File: config.mk
export PLATFORM = sky130hd
export DESIGN_NAME = pit_timer_channel
export DESIGN_NICKNAME = d
export VERILOG_FILES = /design/src/rtl/pit_chan_pkg.sv /design/src/rtl/pit_chan_ctrl.sv /design/src/rtl/pit_oneshot_cnt.sv /design/src/rtl/pit_periodic_cnt.sv /design/src/rtl/pit_timer_channel.sv
export SDC_FILE = /design/constraint.sdc
export NUM_CORES = 1
export LEC_CHECK = 0
export BUFFER_PORTS_ARGS = -buffer_cell sky130_fd_sc_hd__buf_2
export CAP_MARGIN = 20
export CELL_PAD_IN_SITES_DETAIL_PLACEMENT = 0
export CELL_PAD_IN_SITES_GLOBAL_PLACEMENT = 1
export CORE_MARGIN = 3
export CORE_UTILIZATION = 47
export CTS_BUF_LIST = sky130_fd_sc_hd__clkbuf_8
export DETAILED_ROUTE_END_ITERATION = 8
export PLACE_DENSITY = 0.83
export SLEW_MARGIN = 30
export SYNTH_ARGS = -nofsm -noshare
export SYNTH_HDL_FRONTEND = slang
export SYNTH_SLANG_ARGS = --single-unit
File: constraint.sdc
create_clock -name clk -period 8.1 [get_ports clk]
set_input_delay 0.81 -clock clk [delete_from_list [all_inputs] [get_ports clk]]
set_output_delay 0.81 -clock clk [all_outputs]
set_load 0.02 [all_outputs]
File: src/rtl/pit_chan_pkg.sv
package pit_chan_pkg;
  typedef enum logic [2:0] {
    MODE_TERMINAL  = 3'd0,
    MODE_ONESHOT   = 3'd1,
    MODE_RATE      = 3'd2,
    MODE_SQUARE    = 3'd3,
    MODE_SW_STROBE = 3'd4,
    MODE_HW_STROBE = 3'd5
  } pit_mode_e;

  // codes 6 and 7 fold onto the periodic modes
  function automatic pit_mode_e fold_mode(input logic [2:0] code);
    if (code[2:1] == 2'b11) return pit_mode_e'({1'b0, code[1:0]});
    return pit_mode_e'(code);
  endfunction
endpackage

File: src/rtl/pit_chan_ctrl.sv
module pit_chan_ctrl
  import pit_chan_pkg::*;
#(
  parameter int CNT_W = 16
) (
  input  logic             clk,
  input  logic             rst_n,
  input  logic             cfg_we,
  input  logic [2:0]       cfg_mode,
  input  logic             cnt_we,
  input  logic [CNT_W-1:0] cnt_val,
  input  logic             gate,
  input  logic             tick,
  output pit_mode_e        mode_eff,
  output logic [CNT_W:0]   period,
  output logic [CNT_W-1:0] load_val,
  output logic             restart,
  output logic             step
);
  localparam int FULL_W = CNT_W + 1;
  localparam logic [FULL_W-1:0] FULL_PERIOD = {1'b1, {CNT_W{1'b0}}};

  logic [2:0]       mode_q;
  logic [CNT_W-1:0] reload_q;
  logic             gate_q;
  logic             retrig_mode;
  logic             free_mode;

  always_ff @(posedge clk) begin
    if (!rst_n) begin
      mode_q   <= 3'd3;
      reload_q <= '0;
      gate_q   <= 1'b1;
    end else begin
      if (cfg_we) mode_q <= cfg_mode;
      if (cnt_we) reload_q <= cnt_val;
      gate_q <= gate;
    end
  end

  always_comb begin
    mode_eff    = fold_mode(mode_q);
    period      = (reload_q == '0) ? FULL_PERIOD : {1'b0, reload_q};
    load_val    = cnt_we ? cnt_val : reload_q;
    retrig_mode = (mode_eff == MODE_ONESHOT) || (mode_eff == MODE_RATE) ||
                  (mode_eff == MODE_SQUARE)  || (mode_eff == MODE_HW_STROBE);
    free_mode   = (mode_eff == MODE_ONESHOT) || (mode_eff == MODE_HW_STROBE);
    restart     = cfg_we || cnt_we || (gate && !gate_q && retrig_mode);
    step        = tick && (gate || free_mode) && !restart;
  end

  assert_zero_is_full_R2: assert property (@(posedge clk) disable iff (!rst_n)
    (cnt_we && cnt_val == '0) |=> (period == FULL_PERIOD));

  assert_gate_rise_restarts_R8: assert property (@(posedge clk) disable iff (!rst_n)
    (gate && !gate_q && retrig_mode) |-> (restart && !step));
endmodule

File: src/rtl/pit_oneshot_cnt.sv
module pit_oneshot_cnt #(
  parameter int CNT_W = 16
) (
  input  logic             clk,
  input  logic             rst_n,
  input  logic             restart,
  input  logic             step,
  input  logic [CNT_W-1:0] load_val,
  output logic [CNT_W-1:0] down_cnt,
  output logic             reached,
  output logic             passed
);
  localparam logic [CNT_W-1:0] ONE = CNT_W'(1);

  always_ff @(posedge clk) begin
    if (!rst_n) begin
      down_cnt <= '0;
      reached  <= 1'b0;
      passed   <= 1'b0;
    end else if (restart) begin
      down_cnt <= load_val;
      reached  <= 1'b0;
      passed   <= 1'b0;
    end else if (step) begin
      down_cnt <= down_cnt - ONE;
      reached  <= reached || (down_cnt == ONE);
      passed   <= reached;
    end
  end

  assert_terminal_sticky_R3: assert property (@(posedge clk) disable iff (!rst_n)
    (reached && !restart) |=> reached);

  assert_restart_loads_R11: assert property (@(posedge clk) disable iff (!rst_n)
    restart |=> (down_cnt == $past(load_val)) && !reached && !passed);
endmodule

File: src/rtl/pit_periodic_cnt.sv
module pit_periodic_cnt #(
  parameter int CNT_W = 16
) (
  input  logic           clk,
  input  logic           rst_n,
  input  logic           restart,
  input  logic           step,
  input  logic [CNT_W:0] period,
  output logic [CNT_W:0] phase,
  output logic           started
);
  localparam int FULL_W = CNT_W + 1;
  localparam logic [FULL_W-1:0] ONE = FULL_W'(1);

  always_ff @(posedge clk) begin
    if (!rst_n) begin
      phase   <= '0;
      started <= 1'b0;
    end else if (restart) begin
      phase   <= '0;
      started <= 1'b0;
    end else if (step) begin
      phase   <= (phase == period - ONE) ? '0 : phase + ONE;
      started <= 1'b1;
    end
  end

  assert_phase_in_period_R6: assert property (@(posedge clk) disable iff (!rst_n)
    phase < period);
endmodule

File: src/rtl/pit_timer_channel.sv
module pit_timer_channel
  import pit_chan_pkg::*;
#(
  parameter int CNT_W = 16
) (
  input  logic             clk,
  input  logic             rst_n,
  input  logic             cfg_we,
  input  logic [2:0]       cfg_mode,
  input  logic             cnt_we,
  input  logic [CNT_W-1:0] cnt_val,
  input  logic             gate,
  input  logic             tick,
  output logic             wave_out,
  output logic [CNT_W-1:0] live_count
);
  localparam int FULL_W = CNT_W + 1;
  localparam int DBL_W  = CNT_W + 2;
  localparam logic [FULL_W-1:0] ONE = FULL_W'(1);

  pit_mode_e        mode_eff;
  logic [CNT_W:0]   period;
  logic [CNT_W-1:0] load_val;
  logic             restart;
  logic             step;
  logic [CNT_W-1:0] down_cnt;
  logic             reached;
  logic             passed;
  logic [CNT_W:0]   phase;
  logic             started;

  logic [DBL_W-1:0] dbl_phase;
  logic [DBL_W-1:0] dbl_red;
  logic [FULL_W-1:0] rate_left;
  logic [FULL_W-1:0] sq_left;
  logic [FULL_W-1:0] half_hi;

  pit_chan_ctrl #(.CNT_W(CNT_W)) ctrl_i (
    .clk(clk), .rst_n(rst_n), .cfg_we(cfg_we), .cfg_mode(cfg_mode),
    .cnt_we(cnt_we), .cnt_val(cnt_val), .gate(gate), .tick(tick),
    .mode_eff(mode_eff), .period(period), .load_val(load_val),
    .restart(restart), .step(step)
  );

  pit_oneshot_cnt #(.CNT_W(CNT_W)) oneshot_i (
    .clk(clk), .rst_n(rst_n), .restart(restart), .step(step),
    .load_val(load_val), .down_cnt(down_cnt), .reached(reached),
    .passed(passed)
  );

  pit_periodic_cnt #(.CNT_W(CNT_W)) periodic_i (
    .clk(clk), .rst_n(rst_n), .restart(restart), .step(step),
    .period(period), .phase(phase), .started(started)
  );

  always_comb begin
    dbl_phase = {phase, 1'b0};
    dbl_red   = (dbl_phase >= {1'b0, period}) ? dbl_phase - {1'b0, period} : dbl_phase;
    rate_left = period - phase;
    sq_left   = period - dbl_red[FULL_W-1:0];
    half_hi   = (period + ONE) >> 1;
    case (mode_eff)
      MODE_TERMINAL: begin
        wave_out   = reached;
        live_count = down_cnt;
      end
      MODE_ONESHOT: begin
        wave_out   = !reached;
        live_count = down_cnt;
      end
      MODE_RATE: begin
        wave_out   = started && (phase == '0);
        live_count = rate_left[CNT_W-1:0];
      end
      MODE_SQUARE: begin
        wave_out   = phase < half_hi;
        live_count = sq_left[CNT_W-1:0];
      end
      default: begin
        wave_out   = reached && !passed;
        live_count = down_cnt;
      end
    endcase
  end

  assert_rate_pulse_one_tick_R5: assert property (@(posedge clk) disable iff (!rst_n)
    (mode_eff == MODE_RATE && period != ONE && wave_out && step) |=> !wave_out);

  assert_paused_count_holds_R9: assert property (@(posedge clk) disable iff (!rst_n)
    (!gate && !restart && (mode_eff == MODE_TERMINAL || mode_eff == MODE_RATE ||
      mode_eff == MODE_SQUARE || mode_eff == MODE_SW_STROBE))
    |=> $stable(live_count) && $stable(wave_out));

  assert_strobe_single_R7: assert property (@(posedge clk) disable iff (!rst_n)
    ((mode_eff == MODE_SW_STROBE || mode_eff == MODE_HW_STROBE) && wave_out && step)
    |=> !wave_out);
endmodule

==> metrics.cfg <==
[yosys]
yosysWarnings = 0
synth_area_leaders = dfxtp_1 19%, ha_1 12%, xnor2_1 8.1%
ys_types = 65
synth_edf_count = 0
syn_inst = 776
syn_area_mm2 = 0.00584
synth_commonest_cells = 100 x nor2_1, 56 x dfxtp_1, 54 x ha_1, 54 x xnor2_1, 51 x clkbuf_1
yosysTopAreaCell = dfxtp_1
synth_most_common_cell = nor2_1
syn_nets = 857
synth-main-ff-cell = dfxtp_1
synth_top_area_share = 0.192
synth_seq_cells = 56
ys_seq_area_frac = 0.192
syn_avg_cell_area_um2 = 7.52
ys_async_sr_fraction = 0

[cells_and_area]
finish.utilization = 0.513
fillers = 1185
area_growth_syn_to_layout_pct = 6.02
layout-drive-gt1-share = 0.101
nets = 851
n_antenna_cell = 0

[critical_path]
start_kind = register
required_ns = 7.29
cpLargestDelayFamily = compound AO/OA/AOI/OAI gates
path_class = reg -> out
cp_max_fo = 21
rr_worst_depth = 10
crit_slowest_cell = or4b_2
slowest_delay_ns = 0.69
crit_buf_inv = 3
crit_cells = 26
crit_arrival_ns = 6.69
endpoint_kind = output pin

[sta]
finalCriticalPeriod_ns = 7.50
slew_headroom = 0.393
clock-skew-final_ns = 0.00941
rsz0062_at_grt = no
finalHoldViolCount = 0
holdWs_ns = 0.460
setup_tns_ns = 0
fin_crit_sh = 0.926
setup_viol = 0
worst_pin_slew_ns = 0.908
maxSlewViolCount = 0
fmax_ghz = 0.133

[routing]
drtIter0Drc = 304
antenna_left = 0
routedWlPerCell_um = 19.3
vias = 5543
route.detailed.drc = 0
firstDrtPassIters = 5
viasPerCell = 5.91
wl_um = 18100

[clock_tree]
cts_tree = built
cts_buffer_depth = 2
insertion_delay_ns = 0.34
cts_setup_buffers = 0
cts-htree-levels = 2
clk_pin_slew_ns = 0.11
cts.sinks = 56
root_buffer = clkbuf_8
cts_made_buffers = 5

[min_path]
hold_path_class = reg -> reg
whs_path_depth = 2

[placement]
gp_congestion = 0.987
io_buffers = 41
dp_hpwl_um = 14600

[global_routing]
grt_pass1_vias = 5267
grt_max_degree = 37
track_usage = 0.259
grt_pass1_wl_um = 28700
antenna_found_initial = 0
grt.overflow.total = 0

[floorplanning]
dieArea_mm2 = 0.0138
rows = 40
chipWidth_um = 117
ios = 42
dieHeight_um = 117
core_mm2 = 0.0121
start_util = 0.484

[power]
ir_drop_uv = 102
p_per_area_mw_per_mm2 = 150
leakagePower_nw = 2.54

[status]
outcome = completed

[flow_run]
maxCapViolCount = 0

cells in the final DEF, fill, tap and decap left out, types with 4 or more instances in the layout:
cell type / Yosys / final
nor2b_1: 6 / 6
nand2b_1: 10 / 10
xnor2_1: 54 / 54
inv_1: 39 / 39
buf_2: 3 / 41
o211ai_1: 8 / 8
or4_1: 4 / 4
or3_1: 6 / 6
a31oi_1: 9 / 9
nand4_1: 8 / 8
nor4_2: 3 / 4
nor3_1: 22 / 22
a211o_1: 5 / 5
xor2_1: 33 / 33
nor2_1: 100 / 100
mux2i_1: 30 / 30
and3_1: 8 / 8
nand2_1: 49 / 49
a21oi_1: 47 / 46
clkbuf_8: 0 / 5
mux2_2: 10 / 10
a211oi_1: 21 / 21
buf_4: 1 / 7
nand3_1: 23 / 23
nor4_1: 14 / 13
ha_1: 54 / 54
dfxtp_1: 56 / 56
o21ai_0: 25 / 25
o21a_1: 8 / 8
a21o_1: 14 / 14
power breakdown:
| part | internal (mW) | total, mW | switching [mW] | leakage (nW) |
|---|---|---|---|---|
| combinational | 0.160 | 0.389 | 0.229 | 2.01 |
| clock | 0.122 | 0.227 | 0.105 | 0.0642 |
| sequential | 0.288 | 0.311 | 0.0230 | 0.459 |
tightest hold or removal path, cell delays in order (launching register included):
cell     delay [ns]
dfxtp_1        0.32
nand2_1        0.05
a21oi_1        0.05
what timing repair did:
item,in CTS,in global routing
gates resized for setup,0,1
setup endpoints to repair,0,1
hold buffers,0,0
cells by family (layout without fill, tap and decap cells):
| group | after synthesis | in the layout | share of synthesized area |
|---|---|---|---|
| XOR/XNOR | 87 | 87 | 0.130 |
| multiplexers | 40 | 40 | 0.0707 |
| AND/OR/NAND/NOR | 270 | 270 | 0.228 |
| buffers and inverters | 103 | 97 | 0.0716 |
| adder cells (fa/ha/maj) | 56 | 56 | 0.123 |
| flip-flops | 56 | 56 | 0.192 |
| AO/OA/AOI/OAI | 164 | 164 | 0.185 |
stage by stage:
stage | instances | power [mW] | setup slack (ns) | area, um2
after floorplan | 776 | 0.600 | 1.46 | 5840
after global placement | 931 | 0.697 | 1.13 | 6050
after detailed placement | 931 | 0.700 | 0.991 | 6060
after CTS | 938 | 0.929 | 0.566 | 6190
after global routing | 938 | 0.979 | 0.132 | 6190
final | 938 | 0.927 | 0.596 | 6190
layer usage:
metal,GRT usage,part of all wire
met1,0.362,0.47
met2,0.412,0.44
met3,0.0327,0.053
met4,0.0908,0.033
met5,0,0
final cells by class:
cell class | count | area [um2] | share of cell area
Tap cell | 168 | 210 | 0.0340
Clock inverter | 2 | 60.1 | 0.00970
Clock buffer | 5 | 68.8 | 0.0111
Multi-Input combinational cell | 617 | 4320 | 0.697
Sequential cell | 56 | 1120 | 0.181
Timing Repair Buffer | 48 | 258 | 0.0416
Inverter | 42 | 158 | 0.0255
path summary, 6_finish.rpt:
kind | startpoint | endpoint | slack (ns)
setup / recovery | ctrl_i.reload_q[5]$_SDFF_PN0_ | live_count[15] | 0.60
hold / removal | oneshot_i.passed$_SDFFE_PP0P_ | oneshot_i.passed$_SDFFE_PP0P_ | 0.46
hold reg to reg | oneshot_i.passed$_SDFFE_PP0P_ | oneshot_i.passed$_SDFFE_PP0P_ | 0.46
setup reg to reg | ctrl_i.reload_q[0]$_SDFF_PN0_ | periodic_i.phase[14]$_SDFFE_PP0P_ | 4.78
sequential cells by signal (all words and copies together) (netlist names):
signal,count
oneshot_i.passed,1
periodic_i.started,1
ctrl_i.reload_q,16
oneshot_i.down_cnt,16
ctrl_i.gate_q,1
periodic_i.phase,17
ctrl_i.mode_q,3
oneshot_i.reached,1
Power figures use the tool's default switching activity.
